## config.mk

```make
export PLATFORM = sky130hd
export DESIGN_NAME = ulpi_rx_decoder
export DESIGN_NICKNAME = d
export VERILOG_FILES = /design/src/rtl/ulpi_rx_decoder.sv
export SDC_FILE = /design/constraint.sdc
export NUM_CORES = 1
export LEC_CHECK = 0
export BUFFER_PORTS_ARGS = -buffer_cell sky130_fd_sc_hd__buf_2
export CAP_MARGIN = 20
export CELL_PAD_IN_SITES_DETAIL_PLACEMENT = 1
export CELL_PAD_IN_SITES_GLOBAL_PLACEMENT = 1
export CORE_UTILIZATION = 45
export DETAILED_ROUTE_END_ITERATION = 16
export PLACE_DENSITY = 0.78
export SLEW_MARGIN = 20
export SYNTH_ARGS = -nofsm -noshare
export SYNTH_HDL_FRONTEND = slang
export SYNTH_SLANG_ARGS = --single-unit
```

## constraint.sdc

```tcl
create_clock -name clk -period 3.61 [get_ports clk]
set_input_delay 0.361 -clock clk [delete_from_list [all_inputs] [get_ports clk]]
set_output_delay 0.361 -clock clk [all_outputs]
set_load 0.02 [all_outputs]
```

## src/rtl/ulpi_rx_decoder.sv

```systemverilog
module ulpi_rx_decoder #(
  parameter logic [6:0] STATUS_INIT = 7'h00
) (
  input  logic       clk,
  input  logic       rst_n,
  input  logic       ulpi_dir,
  input  logic       ulpi_nxt,
  input  logic [7:0] ulpi_data,
  output logic [7:0] pkt_byte,
  output logic       pkt_valid,
  output logic       pkt_first,
  output logic       pkt_last,
  output logic       pkt_err,
  output logic [1:0] line_state,
  output logic [1:0] vbus_state,
  output logic [1:0] rx_event,
  output logic       id_dig,
  output logic       status_chg
);

  localparam logic [1:0] EV_IDLE = 2'b00;
  localparam logic [1:0] EV_ERR  = 2'b11;

  logic       dir_q;
  logic       in_pkt;
  logic       first_pend;
  logic       hold_v;
  logic       hold_first;
  logic       err_q;
  logic [7:0] hold_b;
  logic [6:0] stat_q;

  wire ta       = ulpi_dir ^ dir_q;
  wire open_ta  = ulpi_dir & ~dir_q & ulpi_nxt;
  wire dir_fall = ~ulpi_dir & dir_q;
  wire cmd      = ulpi_dir & ~ta & ~ulpi_nxt;
  wire dat      = ulpi_dir & ~ta & ulpi_nxt;
  wire cmd_err  = cmd && (ulpi_data[5:4] == EV_ERR);
  wire cmd_end  = cmd && (ulpi_data[5:4] == EV_IDLE);
  wire close    = in_pkt & (cmd_end | dir_fall);

  assign line_state = stat_q[1:0];
  assign vbus_state = stat_q[3:2];
  assign rx_event   = stat_q[5:4];
  assign id_dig     = stat_q[6];

  always_ff @(posedge clk or negedge rst_n) begin
    if (!rst_n) begin
      dir_q      <= 1'b0;
      in_pkt     <= 1'b0;
      first_pend <= 1'b0;
      hold_v     <= 1'b0;
      hold_first <= 1'b0;
      hold_b     <= '0;
      err_q      <= 1'b0;
      stat_q     <= STATUS_INIT;
      status_chg <= 1'b0;
      pkt_byte   <= '0;
      pkt_valid  <= 1'b0;
      pkt_first  <= 1'b0;
      pkt_last   <= 1'b0;
      pkt_err    <= 1'b0;
    end else begin
      dir_q      <= ulpi_dir;
      status_chg <= 1'b0;
      pkt_byte   <= '0;
      pkt_valid  <= 1'b0;
      pkt_first  <= 1'b0;
      pkt_last   <= 1'b0;
      pkt_err    <= 1'b0;

      if (cmd) begin
        stat_q     <= ulpi_data[6:0];
        status_chg <= (ulpi_data[6:0] != stat_q);
      end

      if (open_ta) begin
        in_pkt     <= 1'b1;
        first_pend <= 1'b1;
        hold_v     <= 1'b0;
        err_q      <= 1'b0;
      end else if (dat) begin
        if (in_pkt && hold_v) begin
          pkt_byte  <= hold_b;
          pkt_valid <= 1'b1;
          pkt_first <= hold_first;
        end
        hold_v     <= 1'b1;
        hold_b     <= ulpi_data;
        hold_first <= first_pend | ~in_pkt;
        first_pend <= 1'b0;
        if (!in_pkt) begin
          in_pkt <= 1'b1;
          err_q  <= 1'b0;
        end
      end else if (close) begin
        if (hold_v) begin
          pkt_byte  <= hold_b;
          pkt_valid <= 1'b1;
          pkt_first <= hold_first;
          pkt_last  <= 1'b1;
          pkt_err   <= err_q;
        end
        in_pkt     <= 1'b0;
        hold_v     <= 1'b0;
        first_pend <= 1'b0;
        err_q      <= 1'b0;
      end else if (in_pkt && cmd_err) begin
        err_q <= 1'b1;
      end
    end
  end

  a_r1_rise_is_quiet: assert property (@(posedge clk) disable iff (!rst_n)
    (ulpi_dir && !dir_q) |=> (!pkt_valid && !status_chg));

  a_r4_chg_means_new_status: assert property (@(posedge clk) disable iff (!rst_n)
    status_chg |-> (stat_q != $past(stat_q)));

  a_r2_first_is_valid: assert property (@(posedge clk) disable iff (!rst_n)
    pkt_first |-> pkt_valid);

  a_r7_last_is_valid: assert property (@(posedge clk) disable iff (!rst_n)
    pkt_last |-> pkt_valid);

  a_r9_err_only_on_last: assert property (@(posedge clk) disable iff (!rst_n)
    pkt_err |-> (pkt_last && pkt_valid));

  a_r5_no_double_first: assert property (@(posedge clk) disable iff (!rst_n)
    pkt_first |=> !pkt_first);

endmodule

```

==> flow_summary.json <==
{
  "worstMarginPinSlew_ns": 0.7198,
  "drive_gt1_share_pct": 44.36,
  "synth_area_um2": 1405,
  "critPathMaxStageDelay_ns": 0.56,
  "wl_per_cell_um": 15.48,
  "start_util_pct": 49.25,
  "syn_to_final_growth_pct": 18.08,
  "final_max_slew_viol_count": 0,
  "cts_buffers": 5,
  "place.gp.congestion": 0.7360,
  "synthFlopType": "dfrtp_1",
  "io_buffers": 31,
  "clk_transition_reported_paths_ns": 0.11,
  "cts_resized": 0,
  "cp_slowest_cell": "dfrtp_1",
  "async_flop_share_pct": 100.0,
  "via_per_inst": 5.177,
  "slew_headroom_pct": 52.01,
  "grtUsageTotal_pct": 18.48,
  "vias": 849,
  "std_cell_rows": 19,
  "period_minus_slack_ns": 1.439,
  "period_share_pct": 39.86,
  "vdd_drop_max_mv": 0.2802,
  "grt_pass1_vias": 921,
  "mostFrequentLayoutCells": "34 x dfrtp_1, 31 x buf_2, 13 x mux2_4",
  "netlist_instances": 96,
  "cts_tree": "built",
  "layout_commonest_cell": "dfrtp_1",
  "dieArea_um2": 3350,
  "worst_setup_path_start_kind": "register",
  "clk_latency_ns": 0.35,
  "finalClockSkew_ns": 0.007756,
  "antenna_found_initial": 0,
  "r2r_slack_ns": 2.17,
  "n_antenna_cell": 0,
  "post_cts_buffers": 0,
  "coreArea_um2": 2853,
  "tns_ns": 0,
  "grt_overflow": 0,
  "finalHoldViolations": 0,
  "crit_arrival_ns": 1.68,
  "ys_seq_area_share_pct": 60.55,
  "top_regs": "hold_b (8), pkt_byte (8), stat_q (7)",
  "synth_nets": 108,
  "worstPathCellList": "nand3_2 -> mux2_4",
  "placed_area_um2": 1577,
  "hp-class": "in2async",
  "drt_iter0_markers": 17,
  "max_cap_violations": 0,
  "numClockSinks": 34,
  "cp_max_fo": 12,
  "cp.required_ns": 3.85,
  "status": "finished, violations left",
  "grt_first_pass_wirelength_um": 4416,
  "finalWirelength_um": 2538,
  "die_h_um": 57.88,
  "root_buffer": "clkbuf_4",
  "ctsHoldBuffers": 0,
  "grt_max_degree": 35,
  "nets": 144,
  "finish.instance_area_um2": 1659,
  "avgSynthCellArea_um2": 14.64,
  "crit_type": "reg2reg",
  "clock_path_buffers": 2,
  "p_leak_nw": 0.8525,
  "ios": 32,
  "firstDrtPassIters": 10,
  "n_fill_cell": 306,
  "place_hpwl_um": 1840,
  "setup_viol": 0,
  "die_width_um": 57.88,
  "power-per-cell-area_nw_per_um2": 537.4,
  "grt_setup_unrepaired": "no",
  "synth_edf_count": 0,
  "end_kind": "register",
  "ant_nets": 0,
  "drc": 3,
  "yosys_warnings": 0,
  "violations": "DRC",
  "cts_max_level": 2,
  "max_freq_mhz": 695.0,
  "ys_types": 27,
  "ys_ff_latch": 34
}
## power breakdown
group	internal [W]	leakage (nW)	switching, W
clock	0.000145	0.0374	0.000137
sequential	0.000424	0.432	0.0000347
combinational	0.0000782	0.383	0.0000726
total	0.000647	0.852	0.000244
## final cells by class
class                           instances  area [µm²]  area share [%]
Clock inverter                          3       45.04           2.715
Multi-Input combinational cell         60       531.8           32.05
Sequential cell                        34       850.8           51.28
Clock buffer                            5       37.54           2.262
Timing Repair Buffer                   31       155.1           9.351
Tap cell                               31       38.79           2.338
## per-stage QoR
step           instances  setup slack [ns]  util, %  hold slack, ns  power (W)
2_1_floorplan         96             2.449        -         0.06541  0.0005635
3_3_place_gp         156             2.249    55.26          0.4606  0.0006097
3_5_place_dp         156             2.205    55.26          0.4597  0.0006191
4_1_cts              164             2.192    58.16         0.06553  0.0009036
5_1_grt              164             2.096    58.16         0.09663  0.0009386
6_report             164             2.171    58.16         0.05518  0.0008917
## critical path: cells and delay by family (launching register included)
kind             cells  cell delay [ns]
DFF                  1             0.56
muxes                1             0.40
and+or+nand+nor      1             0.37
## path summary, 6_finish.rpt
kind	start	to	cells after the start
worst max-delay path	dir_q	hold_b[2]	2
worst min-delay path	rst_n	hold_b[1]	1
worst max register to register	dir_q	hold_b[2]	2
worst min register to register	hold_first	hold_first	2
max in group asynchronous	rst_n	dir_q	1
min in group clk	ulpi_dir	dir_q	1
## per-layer routing
layer | up-vias | GRT usage, % | part of all wire [%]
met4 | 0 | 9.184 | 2.5
met5 | - | 0 | 0
met1 | 415 | 24.44 | 44
met3 | 6 | 6.696 | 6.7
li1 | 397 | - | -
met2 | 31 | 26.93 | 46
## Yosys cell counts (all sizes together), types with 2 or more instances
cell type,number,area [µm²]
nand3,3,20.02
xor2,4,35.03
xnor2,3,26.28
mux2,15,217.7
a21oi,2,21.27
nor2b,2,12.51
a31oi,2,12.51
nor2,2,7.510
nand2,6,38.79
buf,2,22.52
dfrtp,34,850.8
o21ai,2,10.01
and2,10,63.81
## kinds of logic (layout without fill, tap and decap cells)
kind of cell	Yosys count	in the layout	synth area share (%)
buffers and inverters	2	39	1.603
flip-flops	34	34	60.55
multiplexers	15	15	15.49
AND/OR/NAND/NOR	28	28	12.65
AO/OA/AOI/OAI	10	10	5.343
XOR/XNOR	7	7	4.363
Power figures use the tool's default switching activity.
